===== config.mk =====
export PLATFORM = sky130hd
export DESIGN_NAME = burst_addr_gen
export DESIGN_NICKNAME = d
export VERILOG_FILES = /design/src/rtl/burst_seq_pkg.sv /design/src/rtl/burst_step_qual.sv /design/src/rtl/burst_beat_cnt.sv /design/src/rtl/burst_order_map.sv /design/src/rtl/burst_addr_gen.sv
export SDC_FILE = /design/constraint.sdc
export NUM_CORES = 1
export LEC_CHECK = 0
export ABC_AREA = 1
export BUFFER_PORTS_ARGS = -buffer_cell sky130_fd_sc_hd__clkbuf_2
export CAP_MARGIN = 15
export CELL_PAD_IN_SITES_DETAIL_PLACEMENT = 1
export CELL_PAD_IN_SITES_GLOBAL_PLACEMENT = 2
export CORE_AREA = 2 2 40 42
export CTS_BUF_LIST = sky130_fd_sc_hd__clkbuf_4 sky130_fd_sc_hd__clkbuf_8 sky130_fd_sc_hd__clkbuf_16
export DETAILED_ROUTE_END_ITERATION = 6
export DIE_AREA = 0 0 42 44
export PLACE_DENSITY_LB_ADDON = 0.1
export SKIP_LAST_GASP = 1
export SLEW_MARGIN = 25
export SYNTH_ARGS = -nofsm -noshare
export SYNTH_HDL_FRONTEND = slang
export SYNTH_SLANG_ARGS = --single-unit
export TNS_END_PERCENT = 1

===== constraint.sdc =====
create_clock -name clk -period 1.5 [get_ports clk]
set_clock_uncertainty 0.05 [all_clocks]
set_input_delay 0.075 -clock clk [delete_from_list [all_inputs] [get_ports clk]]
set_output_delay 0.075 -clock clk [all_outputs]
set_load 0.02 [all_outputs]

===== src/rtl/burst_seq_pkg.sv =====
package burst_seq_pkg;
  localparam int unsigned BURST_AW    = 2;
  localparam int unsigned BURST_BEATS = 1 << BURST_AW;

  typedef logic [BURST_AW-1:0] bidx_t;

  // Wrap-around order: start offset by beat count, modulo the burst length.
  function automatic bidx_t order_linear(bidx_t start, bidx_t cnt);
    return bidx_t'(start + cnt);
  endfunction

  // Interleaved order: start with beat-count bits flipped in.
  function automatic bidx_t order_xor(bidx_t start, bidx_t cnt);
    return start ^ cnt;
  endfunction
endpackage


===== src/rtl/burst_step_qual.sv =====
module burst_step_qual (
  input  logic cpu_start_n,
  input  logic ctl_start_n,
  input  logic adv_n,
  input  logic byte_en_n,
  input  logic wr_burst,
  output logic load_ev,
  output logic step_ev
);
  logic lane_ok;

  always_comb begin
    load_ev = ~cpu_start_n | ~ctl_start_n;
    lane_ok = ~wr_burst | ~byte_en_n;
    // A load on this edge wins over any advance request.
    step_ev = ~load_ev & ~adv_n & lane_ok;
  end
endmodule


===== src/rtl/burst_beat_cnt.sv =====
module burst_beat_cnt #(
  parameter int unsigned AW = burst_seq_pkg::BURST_AW
) (
  input  logic          clk,
  input  logic          rst_n,
  input  logic          load_ev,
  input  logic          step_ev,
  input  logic [AW-1:0] start_addr,
  input  logic          wr_cycle,
  output logic [AW-1:0] base_q,
  output logic [AW-1:0] beat_q,
  output logic          wr_q
);
  localparam logic [AW-1:0] ONE = AW'(1);

  always_ff @(posedge clk or negedge rst_n) begin
    if (!rst_n) begin
      base_q <= '0;
      beat_q <= '0;
      wr_q   <= 1'b0;
    end else if (load_ev) begin
      base_q <= start_addr;
      beat_q <= '0;
      wr_q   <= wr_cycle;
    end else if (step_ev) begin
      beat_q <= beat_q + ONE;
    end
  end
endmodule


===== src/rtl/burst_order_map.sv =====
module burst_order_map
  import burst_seq_pkg::*;
(
  input  bidx_t base,
  input  bidx_t cnt,
  input  logic  interleave,
  output bidx_t addr
);
  bidx_t lin_addr;
  bidx_t xor_addr;

  always_comb begin
    lin_addr = order_linear(base, cnt);
    xor_addr = order_xor(base, cnt);
    addr     = interleave ? xor_addr : lin_addr;
  end
endmodule


===== src/rtl/burst_addr_gen.sv =====
module burst_addr_gen
  import burst_seq_pkg::*;
(
  input  logic                clk,
  input  logic                rst_n,
  input  logic                cpu_start_n,
  input  logic                ctl_start_n,
  input  logic [BURST_AW-1:0] start_addr,
  input  logic                wr_cycle,
  input  logic                byte_en_n,
  input  logic                adv_n,
  input  logic                interleave,
  output logic [BURST_AW-1:0] burst_addr,
  output logic [BURST_AW-1:0] beat
);
  logic  load_ev;
  logic  step_ev;
  logic  wr_q;
  bidx_t base_q;
  bidx_t beat_q;

  burst_step_qual u_qual (
    .cpu_start_n (cpu_start_n),
    .ctl_start_n (ctl_start_n),
    .adv_n       (adv_n),
    .byte_en_n   (byte_en_n),
    .wr_burst    (wr_q),
    .load_ev     (load_ev),
    .step_ev     (step_ev)
  );

  burst_beat_cnt #(.AW(BURST_AW)) u_cnt (
    .clk        (clk),
    .rst_n      (rst_n),
    .load_ev    (load_ev),
    .step_ev    (step_ev),
    .start_addr (start_addr),
    .wr_cycle   (wr_cycle),
    .base_q     (base_q),
    .beat_q     (beat_q),
    .wr_q       (wr_q)
  );

  burst_order_map u_map (
    .base       (base_q),
    .cnt        (beat_q),
    .interleave (interleave),
    .addr       (burst_addr)
  );

  assign beat = beat_q;
endmodule


==> flow_summary.toml, run 1 <==
[finish]
finalInstanceArea_sq_um = 434
drive_gt1_share_pct = 40.7
finalNetCount = 71
syn_to_final_growth_pct = 55.6
diodes = 0

[route]
viasPerCell = 4.13
antenna_left = 0
drc = 0
dr.pass1.iters = 1
num_vias = 310
drtIter0Drc = 0
wire_per_inst_um = 9.29
drt_wl_total_um = 697

[global_routing]
globalRouteOverflowTotal = 0
grt_usage_pct = 9.78
grt_pass1_wl_mm = 1.32
antenna_found_initial = 0
grt_pass1_vias = 326
grt_max_degree = 6

[sta]
period_share_pct = 93.2
fmax_mhz = 715
timing.slew.headroom_pct = 88.5
rsz0062_at_grt = "no"
slew_viol_final = 0
hold_viol = 0
finalSetupViolations = 0
finalCriticalPeriod_ns = 1.40
timing.setup.tns_ns = 0
tightest_slew_ns = 0.172
setup_ws_ns = 0.102

[synthesis]
synth_nets = 49
synthDistinctLibCells = 11
syn_area_per_cell_sq_um = 7.34
ys_seq_area_share_pct = 44.8
synth_warnings = 0
synth_most_common_cell = "nand2_1"
synth_ff_type = "dfrtp_1"
synthArstFlopShare_pct = 100
syn_area_sq_um = 279
yosysTopAreaCell = "dfrtp_1"
synth_seq_cells = 5
synth_top_area_share_pct = 44.8
netlist_top_cells_area = "dfrtp_1 45%, nand2_1 20%, nand2_2 6.7%"
syn_inst = 38
netlist_top_cells_count = "15 x nand2_1, 5 x dfrtp_1, 4 x inv_1, 3 x inv_2, 3 x nand2_2"
synth_edf_count = 0

[worst_setup_path]
cpMostUsedCell = "nand2_1"
crit_chain = "ha_1 -> nand2_1 -> nand2_1 -> nand2_1 -> inv_1 -> clkbuf_2"
critPathMaxStageDelay_ns = 0.42
crit_path_top_delay_cell = "dfrtp_1"
start_kind = "flop"
path_delay_family = "flip-flops"
cp-startpoint = "u_cnt.beat_q[0]$_DFFE_PN0P_"
crit_path_end_kind = "primary output"
arrival_ns = 1.27
worst-setup-path-type = "reg2out"
crit_fanout = 5
crit_buf_inv = 2
worst_r2r_startpoint = "u_cnt.wr_q$_DFFE_PN0N_"
critPathRequiredTime_ns = 1.37

[floorplan]
die_width_um = 42
die_area_sq_mm = 0.00185
io_pins = 14
die_h_um = 44
rows = 14
coreArea_sq_mm = 0.00142
initial_core_util_pct = 19.7

[power_and_ir_drop]
irDropWorstVdd_v = 0.000358
p_leak_nw = 0.250
power_w = 0.000402
power_density_mw_per_mm2 = 925

[min_path]
hold_class = "in2reg"
holdCritStartpoint = "ctl_start_n"

[run_status]
status = "finished, final reports clean"

[placed_design]
dp_slack_ns = 0.338
dpl-instance-area_sq_um = 364
port_buffers = 13
dpl.hpwl_um = 605
gp_congestion = 0.638

[clock_network]
cts_sinks = 5
clockRootBuffer = "clkbuf_4"
htreeDepth = 1
cts_setup_buffers = 0
clk_pin_slew_worst_paths_ns = 0.05
cts_resized = 0
cts_buffer_depth = 2
cts_buffers = 3
cts-hold-fix-buffers = 4
clock_latency_ns = 0.24
cts_tree = "built"

[run]
cap_violations = 0
[power by group]
part           internal, W  switching, W
clock             0.000119     0.0000599
sequential        0.000144    0.00000610
combinational    0.0000324     0.0000406
total             0.000295      0.000107
[metal layers]
| metal | vias up | track usage [%] | part of all wire [%] |
|---|---|---|---|
| met3 | 0 | 1.25 | 6.0 |
| met2 | 10 | 16.6 | 58 |
| met1 | 140 | 10.4 | 36 |
| li1 | 160 | - | - |
| met4 | 0 | 9.68 | 0 |
| met5 | - | 0 | 0 |
[cells in the final DEF (no fill, tap or decap)]
| cell type | instances |
|---|---|
| o21ai_0 | 1 |
| nor2_1 | 2 |
| inv_2 | 3 |
| clkbuf_4 | 4 |
| nand4_1 | 2 |
| dfrtp_1 | 5 |
| dlygate4sd3_1 | 4 |
| nand2_1 | 15 |
| inv_1 | 4 |
| a21oi_1 | 1 |
| ha_1 | 1 |
| nand2_2 | 3 |
| nand3_2 | 1 |
| clkbuf_2 | 13 |
[sequential cells by signal (all words and copies together), names as in the netlist]
register	count
u_cnt.base_q	2
u_cnt.wr_q	1
u_cnt.beat_q	2
[layout make-up]
class,instances,area [sq um]
Clock buffer,4,30.0
Fill cell,189,985
Inverter,7,26.3
Multi-Input combinational cell,26,128
Sequential cell,5,125
Tap cell,16,20.0
Timing Repair Buffer,17,105
[through the flow]
| stage | std cells | util (%) | hold WS (ns) |
|---|---|---|---|
| after global placement | 67 | 25.7 | -0.152 |
| after detailed placement | 67 | 25.7 | -0.145 |
| after floorplan | 38 | - | -0.271 |
| after CTS | 75 | 30.6 | 0.0783 |
| after global routing | 75 | 30.6 | 0.106 |
| final | 75 | 30.6 | 0.0833 |
[worst register-to-register path, cell delays in order (launching register included)]
cell and delay (ns):
dfrtp_1 0.38, nand2_2 0.09, nand3_2 0.07, nand2_1 0.06, inv_1 0.04, nor2_1 0.08
[path summary, 6_finish.rpt]
| path | slack, ns | endpoint | depth (start not counted) |
|---|---|---|---|
| max | 0.10 | burst_addr[1] | 6 |
| min | 0.08 | u_cnt.base_q[1]$_DFFE_PN0N_ | 3 |
| max reg2reg | 0.66 | u_cnt.beat_q[1]$_DFFE_PN0P_ | 5 |
| min reg2reg | 0.44 | u_cnt.base_q[0]$_DFFE_PN0N_ | 2 |
| max in group asynchronous | 1.13 | u_cnt.base_q[0]$_DFFE_PN0N_ | 2 |
| min in group asynchronous | 0.13 | u_cnt.wr_q$_DFFE_PN0N_ | 2 |
[cell families (layout without fill, tap and decap cells)]
| group | count (synthesis) | after routing | synth area share, % |
|---|---|---|---|
| adder cells (fa/ha/maj) | 1 | 1 | 4.48 |
| AND/OR/NAND/NOR | 23 | 23 | 37.7 |
| flip-flops | 5 | 5 | 44.8 |
| AO/OA/AOI/OAI | 2 | 2 | 3.58 |
| buffers and inverters | 7 | 28 | 9.42 |
No activity file was read; power rests on OpenSTA's default activity.
==> run 2, diff against run 1 <==
- ABC_AREA: 1 -> unset
- CORE_AREA: 2 2 40 42 -> 2 2 39 41
- DIE_AREA: 0 0 42 44 -> 0 0 41 43
- SLEW_MARGIN: 25 -> 20
==> flow_summary.toml, run 2 <==
[power_and_ir_drop]
p_leak_nw = 0.195
irDropWorstVdd_v = 0.000509
power_density_mw_per_mm2 = 1010
power_w = 0.000388

[sta]
slew_viol_final = 0
rsz0062_at_grt = "no"
timing.setup.tns_ns = 0
hold_viol = 0
tightest_slew_ns = 0.175
timing.slew.headroom_pct = 88.3
period_share_pct = 95.1
finalSetupViolations = 0
finalCriticalPeriod_ns = 1.43
final.hold.worst_slack_ns = 0.0207
fmax_mhz = 701

[synthesis]
synthArstFlopShare_pct = 100
netlist_top_cells_count = "5 x dfrtp_1, 3 x mux2_4, 3 x xnor2_1, 2 x nor2_1"
synth_top_area_share_pct = 48.8
synth_nets = 31
syn_inst = 20
synth_edf_count = 0
ys_seq_area_share_pct = 48.8
synthDistinctLibCells = 11
netlist_top_cells_area = "dfrtp_1 49%, mux2_4 18%, xnor2_1 10%"
syn_area_per_cell_sq_um = 12.8
yosysTopAreaCell = "dfrtp_1"
synth_seq_cells = 5
synth_warnings = 0
syn_area_sq_um = 256
synth_most_common_cell = "dfrtp_1"
synth_ff_type = "dfrtp_1"

[global_routing]
antenna_found_initial = 0
globalRouteOverflowTotal = 0
grt_usage_pct = 7.98
grt_max_degree = 6
grt_pass1_wl_um = 869
grt_pass1_vias = 219

[finish]
ff_latch_area_sq_um = 126
fill_cells = 169
finalInstanceArea_sq_um = 383
syn_to_final_growth_pct = 49.3
largestRegisters = "u_cnt.base_q: 2 flops, u_cnt.beat_q: 2 flops, u_cnt.wr_q: 1 flops"
multiInputGateArea_sq_um = 131
diodes = 0
layout_commonest_cell = "clkbuf_2"
layout_common_cells = "13 x clkbuf_2, 4 x clkbuf_4, 4 x dfrtp_1, 3 x xnor2_1, 3 x mux2_4"
finalNetCount = 50
drive_gt1_share_pct = 60.5

[run_status]
status = "finished, final reports clean"

[clock_network]
cts_setup_buffers = 0
cts_buffers = 3
clk_pin_slew_worst_paths_ns = 0.04
clockRootBuffer = "clkbuf_4"
htreeDepth = 1
cts_tree = "built"
clock_latency_ns = 0.23
cts_buffer_depth = 2
cts_sinks = 5

[route]
viasPerCell = 3.94
drc = 0
num_vias = 213
antenna_left = 0
drt_wl_total_um = 542
drtIter0Drc = 5
wire_per_inst_um = 10.0
dr.pass1.iters = 2

[floorplan]
die_area_sq_mm = 0.00176
die_h_um = 43
die_width_um = 41
io_pins = 14
initial_core_util_pct = 18.5
coreArea_sq_mm = 0.00138
rows = 14

[worst_setup_path]
crit_buf_inv = 1
rr_endpoint = "u_cnt.beat_q[1]$_DFFE_PN0P_"
arrival_ns = 1.30
critPathRequiredTime_ns = 1.37
crit_path_top_delay_cell = "dfrtp_2"
critPathMaxStageDelay_ns = 0.43
endpoint = "burst_addr[1]"
crit_path_end_kind = "primary output"
worst_r2r_startpoint = "u_cnt.wr_q$_DFFE_PN0N_"
start_kind = "flop"
path_delay_family = "flip-flops"
worst-setup-path-type = "reg2out"
reg2reg_depth = 3
crit_fanout = 5
cp.depth = 4
crit_chain = "ha_1 -> nor2b_1 -> xnor2_1 -> clkbuf_2"
reg2reg_slack_ns = 0.49
cp-startpoint = "u_cnt.beat_q[0]$_DFFE_PN0P_"

[placed_design]
dpl-instance-area_sq_um = 342
dpl.hpwl_um = 432
port_buffers = 13
gp_congestion = 0.650

[min_path]
hold_class = "in2reg"

[run]
cap_violations = 0
==> run 2: cell type report <==
cell class,instances,area share (%)
multi-input cells,15,34.3
repair buffers,14,19.6
well taps,16,5.23
flip-flops and latches,5,33.0
clock buffers,4,7.84
==> run 2: how the worst min path moves through the flow <==
stage | from | end | slack, ns | depth (start not counted)
floorplan | rst_n | u_cnt.base_q[0]$_DFFE_PN0N_ | -0.27 | 0
global placement | rst_n | u_cnt.base_q[1]$_DFFE_PN0N_ | -0.15 | 1
detailed placement | rst_n | u_cnt.base_q[1]$_DFFE_PN0N_ | -0.15 | 1
CTS | start_addr[1] | u_cnt.base_q[1]$_DFFE_PN0N_ | 0.01 | 2
global route | start_addr[1] | u_cnt.base_q[1]$_DFFE_PN0N_ | 0.01 | 2
finish | start_addr[1] | u_cnt.base_q[1]$_DFFE_PN0N_ | 0.02 | 2
==> run 2: power breakdown <==
group	internal [W]	switching, W
sequential	0.000144	0.00000729
combinational	0.0000351	0.0000322
clock	0.000118	0.0000511
total	0.000298	0.0000906
==> run 2: layer usage <==
metal	wire [um]	vias up	global-route usage (%)
met1	219	99	9.18
met4	0	0	2.00
li1	-	105	-
met5	0	-	0
met2	258	9	10.3
met3	64	0	7.85
==> run 2: cells by family (layout without fill, tap and decap cells) <==
kind of cell	Yosys count	in the layout	synth area share, %
buffers and inverters	0	18	0
AO/OA/AOI/OAI	3	3	8.78
adder cells (fa/ha/maj)	1	1	4.88
XOR/XNOR	3	3	10.2
multiplexers	3	3	17.6
flip-flops	5	5	48.8
AND/OR/NAND/NOR	5	5	9.76
==> run 2: what timing repair did <==
| item | CTS | global route |
|---|---|---|
| hold endpoints to repair | 5 | 0 |
| gates resized for setup | 0 | 1 |
| setup endpoints to repair | 0 | 1 |
| hold buffers | 1 | 0 |
==> run 2: per-stage QoR <==
| stage | util [%] | std cells | worst slack, ns |
|---|---|---|---|
| 6_report | 27.7 | 54 | 0.0741 |
| 4_1_cts | 27.6 | 54 | 0.0286 |
| 5_1_grt | 27.7 | 54 | 0.00593 |
| 3_5_place_dp | 24.7 | 49 | 0.290 |
| 2_1_floorplan | - | 20 | 0.171 |
| 3_3_place_gp | 24.7 | 49 | 0.305 |
==> run 2: worst reg2reg max path: stages (launching register included) <==
cell and delay (ns):
dfrtp_1 0.38, a21oi_2 0.20, a21oi_1 0.09, a31o_1 0.18
